==> src/rtl/dclk_align_pkg.sv <==
// Shared helpers for the data-clock alignment monitor.
// Assumes the divide ratio is a power of two and at least 2.
package dclk_align_pkg;

    // Width of a counter that spans the double-rate range 0 .. 2N-1.
    function automatic int phase_width(input int div_n);
        return $clog2(2 * div_n);
    endfunction

    // Width of the single-rate part of the count (value modulo N).
    function automatic int low_width(input int div_n);
        return $clog2(div_n);
    endfunction

endpackage

==> src/rtl/dclk_div_cell.sv <==
// One channel's data-clock divider.
// Counts 0 .. 2N-1 when adv is high and holds otherwise.
// Loads seed during reset or on load. The data clock comes from the count:
// single-rate uses the value modulo N, double-rate uses the full count.
// Assumes DIV_N is a power of two.
module dclk_div_cell #(
    parameter int DIV_N = 4,
    parameter int PH_W  = 3
) (
    input  logic            clk,
    input  logic            rst_n,
    input  logic            adv,
    input  logic            load,
    input  logic            ddr_mode,
    input  logic [PH_W-1:0] seed,
    output logic [PH_W-1:0] cnt,
    output logic            dclk
);
    localparam int LO_W = $clog2(DIV_N);
    localparam int LAST = 2 * DIV_N - 1;

    logic [PH_W-1:0] cnt_q;

    // Counter: seed load first, otherwise step with wrap at 2N-1.
    always_ff @(posedge clk) begin
        if (!rst_n || load) begin
            cnt_q <= seed;
        end else if (adv) begin
            if (cnt_q == PH_W'(LAST)) begin
                cnt_q <= '0;
            end else begin
                cnt_q <= cnt_q + 1'b1;
            end
        end
    end

    // Data clock level chosen by the rate mode.
    always_comb begin
        if (ddr_mode) begin
            dclk = (cnt_q < PH_W'(DIV_N));
        end else begin
            dclk = (cnt_q[LO_W-1:0] < LO_W'(DIV_N / 2));
        end
    end

    assign cnt = cnt_q;

endmodule

==> src/rtl/dclk_phase_fix.sv <==
// Phase compare and pulse swallowing for one non-reference channel.
// Compares the channel count with the reference count (modulo N in
// single-rate mode, full count in double-rate mode). On a mismatch it
// withholds one advance, at most once per window that win_start opens.
// Assumes win_start is already gated by the enable.
module dclk_phase_fix #(
    parameter int DIV_N = 4,
    parameter int PH_W  = 3
) (
    input  logic            clk,
    input  logic            rst_n,
    input  logic            en,
    input  logic            ddr_mode,
    input  logic            win_start,
    input  logic [PH_W-1:0] ref_cnt,
    input  logic [PH_W-1:0] ch_cnt,
    output logic            mismatch,
    output logic            swallow
);
    localparam int LO_W = $clog2(DIV_N);

    logic armed_q;

    // Mismatch over the range that the rate mode cares about.
    always_comb begin
        if (ddr_mode) begin
            mismatch = (ch_cnt != ref_cnt);
        end else begin
            mismatch = (ch_cnt[LO_W-1:0] != ref_cnt[LO_W-1:0]);
        end
    end

    // Withhold one pulse while armed, or at the opening of a window.
    assign swallow = en && mismatch && (armed_q || win_start);

    // Arming: spent by a swallow, rearmed when each window opens.
    always_ff @(posedge clk) begin
        if (!rst_n) begin
            armed_q <= 1'b1;
        end else if (swallow) begin
            armed_q <= 1'b0;
        end else if (win_start) begin
            armed_q <= 1'b1;
        end
    end

endmodule

==> src/rtl/dclk_lock_track.sv <==
// Alignment qualifier for one channel.
// Counts complete windows without any mismatch, saturating at ALIGN_WIN.
// Any mismatch clears the count. A window counts only if the channel was
// clean from its opening to its close.
module dclk_lock_track #(
    parameter int ALIGN_WIN = 2
) (
    input  logic clk,
    input  logic rst_n,
    input  logic mismatch,
    input  logic win_start,
    output logic aligned
);
    localparam int GW = $clog2(ALIGN_WIN + 1);

    logic [GW-1:0] good_q;
    logic          clean_q;

    // Window counting: reset on mismatch, step at each clean window close.
    always_ff @(posedge clk) begin
        if (!rst_n || mismatch) begin
            good_q  <= '0;
            clean_q <= 1'b0;
        end else if (win_start) begin
            clean_q <= 1'b1;
            if (clean_q && good_q != GW'(ALIGN_WIN)) begin
                good_q <= good_q + 1'b1;
            end
        end
    end

    // Aligned drops at once on a new mismatch.
    assign aligned = (good_q == GW'(ALIGN_WIN)) && !mismatch;

endmodule

==> src/rtl/dclk_align_mon.sv <==
// Top of the data-clock alignment monitor.
// Holds NUM_CH dividers from one update clock. Channel 0 is the reference
// and always advances while enabled. Every other channel is compared with
// it, corrected by swallowing pulses, and qualified for lock.
// Assumes DIV_N is a power of two and at least 2, and NUM_CH is at least 2.
module dclk_align_mon
    import dclk_align_pkg::*;
#(
    parameter int NUM_CH    = 4,
    parameter int DIV_N     = 4,
    parameter int ALIGN_WIN = 2,
    localparam int PH_W     = phase_width(DIV_N)
) (
    input  logic                   clk_upd,
    input  logic                   rst_n,
    input  logic                   en,
    input  logic                   ddr_mode,
    input  logic [NUM_CH*PH_W-1:0] seed_val,
    input  logic [NUM_CH-1:0]      seed_we,
    output logic [NUM_CH-1:0]      dclk,
    output logic [NUM_CH-1:0]      phase_err,
    output logic                   locked
);
    localparam int LO_W = low_width(DIV_N);

    logic [PH_W-1:0]   cnt [NUM_CH];
    logic [PH_W-1:0]   ref_cnt;
    logic [NUM_CH-1:0] swallow;
    logic [NUM_CH-1:0] mismatch;
    logic [NUM_CH-1:0] aligned;
    logic              win_start;

    // Reference count and window opening (reference value modulo N is 0).
    assign ref_cnt   = cnt[0];
    assign win_start = en && (ref_cnt[LO_W-1:0] == '0);

    for (genvar g = 0; g < NUM_CH; g++) begin : g_ch
        // Divider for this channel; advance unless a pulse is swallowed.
        dclk_div_cell #(
            .DIV_N (DIV_N),
            .PH_W  (PH_W)
        ) u_div (
            .clk      (clk_upd),
            .rst_n    (rst_n),
            .adv      (en && !swallow[g]),
            .load     (seed_we[g]),
            .ddr_mode (ddr_mode),
            .seed     (seed_val[g*PH_W +: PH_W]),
            .cnt      (cnt[g]),
            .dclk     (dclk[g])
        );

        if (g == 0) begin : g_ref
            // The reference is never compared, corrected or qualified.
            assign mismatch[g] = 1'b0;
            assign swallow[g]  = 1'b0;
            assign aligned[g]  = 1'b1;
        end else begin : g_fol
            dclk_phase_fix #(
                .DIV_N (DIV_N),
                .PH_W  (PH_W)
            ) u_fix (
                .clk       (clk_upd),
                .rst_n     (rst_n),
                .en        (en),
                .ddr_mode  (ddr_mode),
                .win_start (win_start),
                .ref_cnt   (ref_cnt),
                .ch_cnt    (cnt[g]),
                .mismatch  (mismatch[g]),
                .swallow   (swallow[g])
            );

            dclk_lock_track #(
                .ALIGN_WIN (ALIGN_WIN)
            ) u_trk (
                .clk       (clk_upd),
                .rst_n     (rst_n),
                .mismatch  (mismatch[g]),
                .win_start (win_start),
                .aligned   (aligned[g])
            );
        end
    end

    assign phase_err = mismatch;
    assign locked    = &aligned;

endmodule

==> config.mk <==
export PLATFORM = sky130hd
export DESIGN_NAME = dclk_align_mon
export DESIGN_NICKNAME = d
export VERILOG_FILES = /design/src/rtl/dclk_align_pkg.sv /design/src/rtl/dclk_div_cell.sv /design/src/rtl/dclk_phase_fix.sv /design/src/rtl/dclk_lock_track.sv /design/src/rtl/dclk_align_mon.sv
export SDC_FILE = /design/constraint.sdc
export NUM_CORES = 1
export LEC_CHECK = 0
export CORE_MARGIN = 2
export CORE_UTILIZATION = 40
export DETAILED_ROUTE_END_ITERATION = 10
export DONT_BUFFER_PORTS = 1
export GPL_TIMING_DRIVEN = 0
export PLACE_DENSITY = 0.55
export SETUP_SLACK_MARGIN = 0.4
export SKIP_LAST_GASP = 1
export SYNTH_ARGS = -nofsm -noshare
export SYNTH_HDL_FRONTEND = slang
export SYNTH_SLANG_ARGS = --single-unit
export TNS_END_PERCENT = 50
==> constraint.sdc <==
create_clock -name clk_upd -period 2.9 [get_ports clk_upd]
set_clock_uncertainty 0.2 [all_clocks]
set_input_delay 0.87 -clock clk_upd [delete_from_list [all_inputs] [get_ports clk_upd]]
set_output_delay 0.87 -clock clk_upd [all_outputs]
set_load 0.1 [all_outputs]
==> summary by stage, run 1 <==
Outcome
The run finished, with violations left. The checks that failed: setup timing.

Setup path
Along the worst path, the maximum fanout reaches 5. The category of the worst setup path launch point is a flop. The arrival time of the worst setup path is 2.55 ns. The type of element capturing the critical path is an output pin. The critical path goes through xor2_1 > a211o_4 > nor4_4. The largest single stage delay on the critical path is 1.11 ns. The cell with the biggest individual delay on the critical path is sky130_fd_sc_hd__nor4_4. Data on the critical path is required at its endpoint by 1.83 ns. By startpoint and endpoint, the worst setup path is classified as flop to output pin.

Clock tree
Hold repair after CTS inserted 0 buffers. The clock network latency to the later pin of the worst-skew pair is 0.32 ns. In this run, CTS created clock tree buffers numbering 3. The total number of clock tree sinks is 24. The number of levels the H-tree was split into is 1.

The root buffer cell is sky130_fd_sc_hd__clkbuf_4. The CTS tree is done. No sink is reached through more buffers than the 2 on the longest clock path. The clock-pin transition on the worst setup and hold timing paths is 0.14 ns.

Drt
The wire length per cell is 15.0 um. The number of nets still failing antenna checks after routing is 0. In this run, the number of DRC markers left after iteration 0 of detailed routing was 42. The length of the first detailed-routing pass in iterations is 4.

After detailed routing, the number of remaining DRC violations is 0. In the routed layout, each cell is associated on average with a via count of 5.21. After detailed routing, the total wire length is 2900 um. The vias after detailed routing is 1010.

Placed design
At the end of routability-driven placement, the weighted congestion stood at 0.697. OpenSTA, run right after detailed placement, puts the worst setup slack at -0.730 ns. Input and output buffers added on the ports amount to 0. After legalization and detailed placement, the total HPWL measured 2140 um.

Power
The reported leakage power is 0.000677 uW. The overall power after layout is 1030 uW. The worst-case IR drop observed on VDD is 0.000294 V. In this run the power density over the cells is 613 nW/um^2.

GRT
The first global-routing pass estimated 5010 um of wire. Global routing used 15.5% of the available tracks across all layers. The pin count of the biggest net entering global routing is 14. After global routing the overflow that remains totals 0.

The number of antenna violations at the first check in global routing is 0. The via count of the first global-routing pass is 1066.

Floorplanning
The floorplan step set the die height to 64.2 um. The effective utilization at floorplan is 42.4%. The core region is 3420 sq um. In this run the count of I/O pins placed on the die edge is 29. The standard-cell row count is 21.

The die area is 4120 sq um. The horizontal die dimension is 64.2 um.

Synth
After synthesis, the cell types taking the most area are sky130_fd_sc_hd__edfxtp_1, sky130_fd_sc_hd__dfxtp_1, sky130_fd_sc_hd__ha_1, sky130_fd_sc_hd__xor2_1, sky130_fd_sc_hd__mux2_2. For this run, the number of Yosys warnings is 0. Counting flops and latches in the post-synthesis netlist gives 24. Sequential elements use 41.5% of the synthesized area. The post-synthesis cell count is 135.

The netlist area before placement is 1450 sq um. The area share of the leading cell type in the synthesized netlist is 24.9%. In this run the mean area of a mapped cell was 10.7 sq um. The post-synth net total is 167. Of all cell types, the one taking the most synthesized area is sky130_fd_sc_hd__edfxtp_1. Counting distinct cell types in the post-synthesis netlist gives 29.

Timing
The worst relative slew slack is 11.0%. The number of failing hold endpoints at the final stage is 0. Setup repair after global routing could not meet its margin everywhere. The worst hold margin is 0.317 ns. The final setup violation count is 2. Subtracting the final worst setup slack from the clock period gives 3.62 ns. Dividing the final minimum period by the clock period gives 125%. The highest clock frequency the design can meet is 0.277 GHz. At the pin with the least slew margin, the transition time is 1.32 ns.

The max-slew violation count is 0. The final setup slack of the worst path is -0.716 ns.

Finish
After the last flow step, the layout net total stands at 181. The proportion of layout cells with a drive suffix above 1 is 25.0%. The total inserted antenna cells is 0. Cells fill 49.0% of the core in the end.

The relative area change from synthesis to final layout is 15.5%.

Worst hold path
The tightest min-delay check is of the flop to flop type.

Job
The max-cap violation count is 0.
==> critical path: cells and delay by family (launching register included) <==
family | cells | cell delay [ns]
flops | 1 | 0.54
simple gates | 1 | 1.11
xor+xnor | 1 | 0.22
compound gates | 1 | 0.36
==> worst paths after layout <==
check	from	endpoint	slack (ns)	cells past startpoint
setup reg to reg	g_ch[0].u_div.cnt[2]$_DFFE_PP_	g_ch[3].u_div.cnt[0]$_DFFE_PP_	0.70	5
hold / removal	g_ch[3].g_fol.u_trk.clean_q$_SDFFE_PP0P_	g_ch[3].g_fol.u_trk.clean_q$_SDFFE_PP0P_	0.32	2
hold reg to reg	g_ch[3].g_fol.u_trk.clean_q$_SDFFE_PP0P_	g_ch[3].g_fol.u_trk.clean_q$_SDFFE_PP0P_	0.32	2
setup / recovery	g_ch[0].u_div.cnt[2]$_DFFE_PP_	locked	-0.72	3
==> layer usage <==
metal / global-route usage [%] / routed length, um
met1: 18.1 / 1280
met2: 27.5 / 1440
met3: 5.46 / 172
met4: 3.19 / 14
met5: 0 / 0
==> cell type report <==
class | instances | area [sq um]
plain buffers | 12 | 131
inverters | 6 | 22.5
fillers | 347 | 1740
flip-flops and latches | 24 | 601
multi-input cells | 93 | 764
well taps | 46 | 57.6
clock buffers | 4 | 26.3
repair buffers | 9 | 71.3
==> cell usage after synthesis <==
cell type                   count
sky130_fd_sc_hd__a21oi_1        9
sky130_fd_sc_hd__nand3_1        1
sky130_fd_sc_hd__nor3_1         6
sky130_fd_sc_hd__edfxtp_1      12
sky130_fd_sc_hd__or2_2          1
sky130_fd_sc_hd__inv_1          5
sky130_fd_sc_hd__a22oi_1        3
sky130_fd_sc_hd__o21ai_0        2
sky130_fd_sc_hd__a211o_4        2
sky130_fd_sc_hd__nor4_2         1
sky130_fd_sc_hd__ha_1          12
sky130_fd_sc_hd__mux2_2         6
sky130_fd_sc_hd__nor2_1         9
sky130_fd_sc_hd__conb_1         1
sky130_fd_sc_hd__buf_2          2
sky130_fd_sc_hd__xor2_1         9
sky130_fd_sc_hd__a211o_2        1
sky130_fd_sc_hd__clkinv_1       1
sky130_fd_sc_hd__o31ai_1        4
sky130_fd_sc_hd__a2111oi_2      3
sky130_fd_sc_hd__mux2i_1        4
sky130_fd_sc_hd__and2_1         1
sky130_fd_sc_hd__nand2b_1       6
sky130_fd_sc_hd__dfxtp_1       12
sky130_fd_sc_hd__clkbuf_1       2
sky130_fd_sc_hd__nand2_1        6
sky130_fd_sc_hd__and4b_1        3
sky130_fd_sc_hd__buf_4          8
sky130_fd_sc_hd__xnor2_1        3
==> registers in the layout, summed over array words and instances, names as in the netlist <==
signal,cells
g_ch.u_div.cnt,12
g_ch.g_fol.u_trk.good_q,6
g_ch.g_fol.u_trk.clean_q,3
g_ch.g_fol.u_fix.armed_q,3
==> through the flow <==
| stage | TNS, ns | cell area [sq um] | instances |
|---|---|---|---|
| after detailed placement | -0.730 | 1560 | 181 |
| after floorplan | -0.662 | 1500 | 135 |
| final | -0.746 | 1670 | 194 |
| after global placement | -0.721 | 1560 | 181 |
| after CTS | -0.738 | 1650 | 191 |
| after global routing | -0.897 | 1670 | 194 |
==> power by group <==
| group | internal, uW | switching [uW] |
|---|---|---|
| Combinational | 156 | 282 |
| Clock | 53.9 | 102 |
| Sequential | 399 | 32.9 |
| Total | 609 | 417 |
==> cell usage in the layout, fill, tap and decap left out, drive strengths merged <==
master and n:
and2 1, dfxtp 12, nand2b 6, or2 1, nor3 6, a211o 3, nor2 9, a2111oi 3
buf 19, a22oi 3, nor4 1, o21ai 2, mux2 6, xor2 9, o31ai 4, a21oi 9
and4b 3, xnor2 3, inv 5, nand2 6, nand3 1, conb 1, ha 12, mux2i 4
clkbuf 6, edfxtp 12, clkinv 1
==> repair_timing <==
item                       CTS  global route
setup buffers                6             3
setup endpoints to repair    8             8
resized for setup            4             1
cloned                       0             0
pin swaps                    6             4
==> cells by family (layout without fill, tap and decap cells) <==
kind of cell,after synthesis,in the layout,synth area share [%]
other,1,1,0.259
adders and majority gates,12,12,10.4
DFF,24,24,41.5
xor gates and xnor gates,12,12,7.25
and+or+nand+nor,34,34,12.7
AOI/OAI and AO/OA,24,24,13.6
buffers and inverters,18,31,6.91
muxes,10,10,7.43
Note: power is estimated with default switching activity, not from simulation.
==> run 2: changes to the inputs <==
--- a/config.mk
+++ b/config.mk
@@ -5,12 +5,12 @@
 export SDC_FILE = /design/constraint.sdc
 export NUM_CORES = 1
 export LEC_CHECK = 0
-export CORE_MARGIN = 2
+export CORE_MARGIN = 5
 export CORE_UTILIZATION = 40
 export DETAILED_ROUTE_END_ITERATION = 10
 export DONT_BUFFER_PORTS = 1
 export GPL_TIMING_DRIVEN = 0
-export PLACE_DENSITY = 0.55
+export PLACE_DENSITY = 0.57
 export SETUP_SLACK_MARGIN = 0.4
 export SKIP_LAST_GASP = 1
 export SYNTH_ARGS = -nofsm -noshare
==> constraint.sdc (replaced) <==
create_clock -name clk_upd -period 3.25 [get_ports clk_upd]
set_clock_uncertainty 0.2 [all_clocks]
set_input_delay 0.975 -clock clk_upd [delete_from_list [all_inputs] [get_ports clk_upd]]
set_output_delay 0.975 -clock clk_upd [all_outputs]
set_load 0.1 [all_outputs]
==> run 2 against run 1 <==
  * The flow still finishes with violations (setup timing)
  * Sequential power is 10% lower
  * Sequential share of layout area is 1.2 points lower
  * Cell count is 2.6% higher
  * Register-to-register slack improved by 0.31 ns
  * Critical path depth stayed put
  * Hold slack worse by 0.00090 ns
  * Total power decreased by 10%
==> summary by stage, run 2 (synthesis gave the netlist of run 1 again) <==
Clock tree
The number of hold buffers added after CTS came to 0 (unchanged). The buffer levels on the longest clock path is 2 (unchanged). The root buffer cell is sky130_fd_sc_hd__clkbuf_4. The clock network latency to the later pin of the worst-skew pair came to 0.31 ns (about the same). The CTS tree is done.

The number of levels the H-tree was split into is 1 (unchanged). The total number of clock tree sinks is 24 (unchanged). The total CTS buffers came to 3 (unchanged).

The clock-pin transition on the worst setup and hold timing paths is 0.12 ns (-0.02 ns).

Floorplanning
The total core area is 3420 sq um (unchanged). The die area is 4930 sq um (+20%). The overall die height is 70.2 um (+9.3%).

The horizontal die dimension came to 70.2 um (+9.3%). The standard-cell row count is 21 (unchanged). The top-level port count was 29 (unchanged). The effective utilization at floorplan was 42.4% (unchanged).

Finish
The utilization of the core after routing came to 50.8% (+1.8 points). The total inserted antenna cells is 0 (unchanged). The relative area change from synthesis to final layout is 19.7%. The number of fill cells was 332 (-4.3%).

The finished layout cell area is 1730 sq um (+3.6%). The proportion of layout cells with a drive suffix above 1 is 28.1% (+3.1 points). The top cell types in the final layout, fill and taps aside, are sky130_fd_sc_hd__buf_4, sky130_fd_sc_hd__ha_1, sky130_fd_sc_hd__edfxtp_1, sky130_fd_sc_hd__dfxtp_1.

The total number of nets in the final design is 186 (+2.8%). The number of flip-flops in the largest register came to 12 (unchanged). The library cell used most frequently in the layout, excluding fill and tap cells, is sky130_fd_sc_hd__buf_4.

Outcome
The flow ran to the end, but the final reports show violations. The final reports fail on setup timing.

Drt
The wire length per cell is 14.9 um (-0.33%). The vias after detailed routing is 1030 (+2.0%). The length of the first detailed-routing pass in iterations is 4 (unchanged). The number of nets still failing antenna checks after routing is 0 (unchanged). The mean number of vias per cell came to 5.18 (-0.58%).

The detailed router's first-iteration violation count is 33 (-21%). The number of DRC violations after detailed routing was 0 (unchanged). The total length of routed wires is 2970 um (+2.2%).

GRT
The number of antenna violations at the first check in global routing is 0 (unchanged). The wire length of the first global-routing pass was 4720 um (-5.8%). The pin count of the biggest net entering global routing is 14 (unchanged). The total routing resource utilization after global routing is 11.9% (-3.6 points).

The total overflow reported by the global router was 0 (unchanged). The via count of the first global-routing pass is 1072 (+0.56%).

Timing
The final setup violation count is 1 (-1). The number of failing hold endpoints at the final stage is 0 (unchanged). The max-slew violation count is 0 (unchanged). The worst relative slew slack is 10.7% (-0.30 points).

Setup repair after global routing could not meet its margin everywhere. The final setup slack of the worst path is -0.513 ns (+0.203 ns). In the finished design, the share of the clock period the worst path needs comes to 116%. The slew at the pin with the worst max-slew slack was 1.33 ns (+0.00449 ns). The highest clock frequency the design can meet is 0.266 GHz. The worst hold margin was 0.316 ns (-0.000895 ns). The worst path in the final design needs a cycle of 3.76 ns, including I/O delays and setup.

Worst hold path
The cell depth of the worst min-delay path came to 2 (unchanged). The start point of the worst hold path is g_ch[1].g_fol.u_trk.clean_q$_SDFFE_PP0P_. For hold timing, the worst endpoint is g_ch[1].g_fol.u_trk.clean_q$_SDFFE_PP0P_.

The kind of path behind the tightest hold check is flop to flop.

Power
The worst vdd rail ir drop came to 0.000258 V (-12%). The reported leakage power was 0.000705 uW (+4.2%). The total power per unit cell area is 532 nW/um^2 (-13%).

Setup path
The flop-to-flop setup slack was 1.01 ns (+0.31 ns). The setup path with the least slack is of type input port to output pin. The sum of buffers and inverters on the critical path is 1 (+1).

The peak fanout along the critical path is 5 (unchanged). The worst register-to-register path begins at g_ch[0].u_div.cnt[1]$_DFFE_PP_. The critical register-to-register path endpoint is g_ch[2].u_div.cnt[0]$_DFFE_PP_. The signal on the critical path passes through clkbuf_16 > a211o_4 > nor4_4. The largest individual stage delay along the critical path comes from the cell sky130_fd_sc_hd__nor4_4. The worst reg2reg path depth is 8 (+3). The highest cell delay on the worst timing path is 1.12 ns (about the same). The arrival time of the worst setup path came to 2.59 ns (+0.04 ns).

The family with the most delay on the worst path is simple AND/OR/NAND/NOR gates. STA classifies the critical path startpoint as an input port. The required time reported for the critical path endpoint is 2.07 ns (+0.24 ns).

The type of element capturing the critical path is an output pin.

Placed design
The placed wire-length estimate is 2120 um (-1.0%). The number of port buffers is 0 (unchanged). The final RePlAce weighted congestion is 0.740 (+6.1%). The placement-stage cell area is 1550 sq um (-0.56%).

Job
The max-cap violation count is 0 (unchanged).
-- run 2: report_power, final --
| group | total (uW) | switching, uW | internal, uW | leakage (uW) |
|---|---|---|---|---|
| sequential | 387 | 31.0 | 356 | 0.000222 |
| combinational | 403 | 253 | 149 | 0.000469 |
| clock | 133 | 85.2 | 47.8 | 0.0000150 |
-- run 2: what timing repair did --
item	in CTS	in global routing
gates resized for setup	4	9
pin swaps	3	3
buffers inserted	5	9
setup endpoints to repair	4	8
-- run 2: tightest hold or removal path, stage by stage, from the launching register on --
cell	delay [ns]
sky130_fd_sc_hd__dfxtp_1	0.33
sky130_fd_sc_hd__a21oi_1	0.11
sky130_fd_sc_hd__nor3_1	0.05
-- run 2: worst max-delay path by stage --
stage,from,cells past startpoint,to
finish,ddr_mode,3,locked
global route,g_ch[0].u_div.cnt[2]$_DFFE_PP_,3,locked
CTS,ddr_mode,3,locked
detailed placement,ddr_mode,3,locked
global placement,ddr_mode,3,locked
floorplan,ddr_mode,3,locked
-- run 2: per-stage QoR --
stage          setup slack (ns)  instances  setup TNS [ns]  power (uW)
5_1_grt                  -0.565        199          -0.565         967
4_1_cts                  -0.513        190          -0.513         889
6_report                 -0.513        199          -0.513         923
3_5_place_dp             -0.583        181          -0.583         733
3_3_place_gp             -0.581        181          -0.581         723
2_1_floorplan            -0.522        135          -0.522         691
-- run 2: layout make-up --
cell class,instances,area [sq um],area share [%]
Buffer,12,139,8.01
Clock buffer,4,26.3,1.52
Inverter,6,22.5,1.30
Multi-Input combinational cell,93,768,44.3
Sequential cell,24,601,34.6
Tap cell,46,57.6,3.32
Timing Repair Buffer,14,120,6.93
-- run 2: routing by layer --
metal  global-route usage, %  part of all wire [%]  vias up
met4                    5.11                  0.64        0
met3                    2.44                   3.1        2
li1                        -                     -      515
met1                    14.2                    45      499
met5                       0                     0        -
met2                    20.7                    52       14
==> run 3: changes to the inputs <==
--- a/config.mk
+++ b/config.mk
@@ -9,7 +9,7 @@
 export CORE_UTILIZATION = 40
 export DETAILED_ROUTE_END_ITERATION = 10
 export DONT_BUFFER_PORTS = 1
-export GPL_TIMING_DRIVEN = 0
+export MAX_ROUTING_LAYER = met4
 export PLACE_DENSITY = 0.57
 export SETUP_SLACK_MARGIN = 0.4
 export SKIP_LAST_GASP = 1
==> run 3 against run 2 <==
  * The run now ends clean
  * Non-clock buffer count is 14 lower
  * Global-route usage is 1.3 points higher
  * Register-to-register slack better by 0.10 ns
  * Critical endpoint unchanged
  * Largest power group is now sequential cells
  * Hold slack better by 0.0048 ns
  * Flip-flop and latch count stayed put
  * Final area is 7.1% lower
  * Via count is 4.6% lower
  * Combinational power is 16% lower
  * Clock-buffer cell count is 1 lower
==> summary by stage, run 3 (synthesis gave the netlist of run 1 again) <==
Timing
Setup repair after global routing could not meet its margin everywhere. The max-slew violation count was 0 (unchanged). The final setup violation count was 0 (-1). The number of failing hold endpoints at the final stage is 0 (unchanged). The post-route fraction of the period consumed by the critical path is 96.7% (-19 points). The highest clock frequency the design can meet is 0.318 GHz (+20%). The clock period minus worst slack is 3.14 ns (-0.619 ns).

Drt
The number of nets still failing antenna checks after routing came to 0 (unchanged). The total length of routed wires is 2960 um (-0.13%). The detailed router's first-iteration violation count is 28 (-15%). The length of the first detailed-routing pass in iterations was 4 (unchanged). The vias after detailed routing is 983 (-4.6%). The wire length per cell is 16.0 um (+7.4%). The mean number of vias per cell came to 5.31 (+2.7%). The number of DRC violations after detailed routing is 0 (unchanged).

GRT
The pin count of the biggest net entering global routing is 15 (+1). The total overflow reported by the global router came to 0 (unchanged). The number of antenna violations at the first check in global routing was 0 (unchanged). The wire length of the first global-routing pass is 5040 um (+6.7%). The total routing resource utilization after global routing was 13.2% (+1.3 points). The via count of the first global-routing pass is 1078 (+0.56%).

Floorplanning
The standard-cell row count is 21 (unchanged). The overall die height came to 70.2 um (unchanged). The horizontal die dimension is 70.2 um (unchanged). The die area is 4930 sq um (unchanged). The top-level port count was 29 (unchanged).

The effective utilization at floorplan is 42.4% (unchanged). The total core area came to 3420 sq um (unchanged).

Finish
The library cells used most frequently in the layout, excluding fill and tap cells, are sky130_fd_sc_hd__ha_1, sky130_fd_sc_hd__edfxtp_1, sky130_fd_sc_hd__dfxtp_1. The number of flip-flops in the largest register is 12 (unchanged). The finished layout cell area is 1610 sq um (-7.1%). The total inserted antenna cells is 0 (unchanged).

The proportion of layout cells with a drive suffix above 1 is 24.5% (-3.6 points). The total number of nets in the final design is 172 (-7.5%). The filler-free cell count of the finished design is 185 (-7.0%).

The utilization of the core after routing was 47.2% (-3.6 points). The area growth from synthesis to layout is 11.2%.

Clock tree
The clock network latency to the later pin of the worst-skew pair was 0.32 ns (about the same). The root buffer cell is sky130_fd_sc_hd__clkbuf_4. The total CTS buffers came to 3 (unchanged).

The CTS tree is done. The buffer levels on the longest clock path is 2 (unchanged). The number of levels the H-tree was split into is 1 (unchanged). The number of hold buffers added after CTS came to 0 (unchanged).

The total number of clock tree sinks was 24 (unchanged). The clock-pin transition on the worst setup and hold timing paths was 0.14 ns (+0.02 ns).

Placed design
The placement-stage cell area is 1530 sq um (-1.5%). The placed wire-length estimate is 2300 um (+8.5%). The number of cells in the design after placement is 177 (-2.2%). The final RePlAce weighted congestion is 0.755 (+2.1%). The number of port buffers is 0 (unchanged).

Outcome
The flow ran to the end, and the final reports show no timing, DRC or antenna violations.

Job
The max-cap violation count is 0 (unchanged).

Setup path
STA classifies the critical path startpoint as a flop. The flop-to-flop setup slack came to 1.11 ns (+0.10 ns). The worst setup path is captured at an output pin. The peak fanout along the critical path came to 5 (unchanged). The arrival time of the worst setup path came to 1.97 ns (-0.62 ns).

The category of the most critical setup path is flop to output pin. The required time reported for the critical path endpoint is 2.07 ns (about the same).

Power
The overall power after layout was 947 uW (+2.6%). The worst vdd rail ir drop came to 0.000196 V (-24%). The total power per unit cell area came to 588 nW/um^2 (+10%). The reported leakage power is 0.000625 uW (-11%).

Worst hold path
The worst hold path belongs to the class flop to flop.
[run 3: cell type report]
type,instances,area [sq um]
fill,338,1800
timing repair buffer,12,106
sequential,24,601
clock inverter,1,30.0
tap,46,57.6
multi-input combinational,93,772
clock buffer,3,22.5
inverter,6,22.5
[run 3: power by group]
| part | internal, uW | total (uW) | switching, uW |
|---|---|---|---|
| Combinational | 102 | 338 | 236 |
| Sequential | 356 | 389 | 33.2 |
| Clock | 125 | 220 | 94.9 |
| Total | 583 | 947 | 364 |
[run 3: final timing paths]
| path | from | end | cells after the start |
|---|---|---|---|
| worst max-delay path | g_ch[0].u_div.cnt[0]$_DFFE_PP_ | locked | 4 |
| worst min-delay path | g_ch[1].g_fol.u_trk.clean_q$_SDFFE_PP0P_ | g_ch[1].g_fol.u_trk.clean_q$_SDFFE_PP0P_ | 2 |
| worst max register to register | g_ch[0].u_div.cnt[0]$_DFFE_PP_ | g_ch[1].u_div.cnt[1]$_DFFE_PP_ | 4 |
| worst min register to register | g_ch[1].g_fol.u_trk.clean_q$_SDFFE_PP0P_ | g_ch[1].g_fol.u_trk.clean_q$_SDFFE_PP0P_ | 2 |
[run 3: stage by stage]
| step | setup slack, ns | hold WS (ns) | TNS, ns |
|---|---|---|---|
| 5_1_grt | 0.0163 | 0.348 | 0 |
| 4_1_cts | 0.0908 | 0.325 | 0 |
| 2_1_floorplan | -0.522 | 0.280 | -0.522 |
| 6_report | 0.107 | 0.321 | 0 |
| 3_5_place_dp | 0.184 | 0.301 | 0 |
| 3_3_place_gp | 0.173 | 0.290 | 0 |
[run 3: critical path, cell delays in order (launching register included)]
cell	delay, ns
sky130_fd_sc_hd__edfxtp_1	0.53
sky130_fd_sc_hd__xor2_1	0.20
sky130_fd_sc_hd__a211o_4	0.34
sky130_fd_sc_hd__nor4_4	0.36
sky130_fd_sc_hd__buf_12	0.22
[run 3: what timing repair did]
item                                    in CTS  in global routing
pin swaps                                    4                  0
gates cloned                                 0                  0
buffers inserted                             3                  1
gates resized for setup                      0                  1
endpoints found under the setup margin       4                  4
[run 3: per-layer routing]
metal	vias up	part of all wire (%)	wire length (um)	GRT usage [%]
met2	30	52	1540	24.2
met1	462	41	1220	14.0
met4	0	1.9	56	5.11
met3	6	5.0	147	2.30
met5	-	0	0	-
li1	485	-	-	-
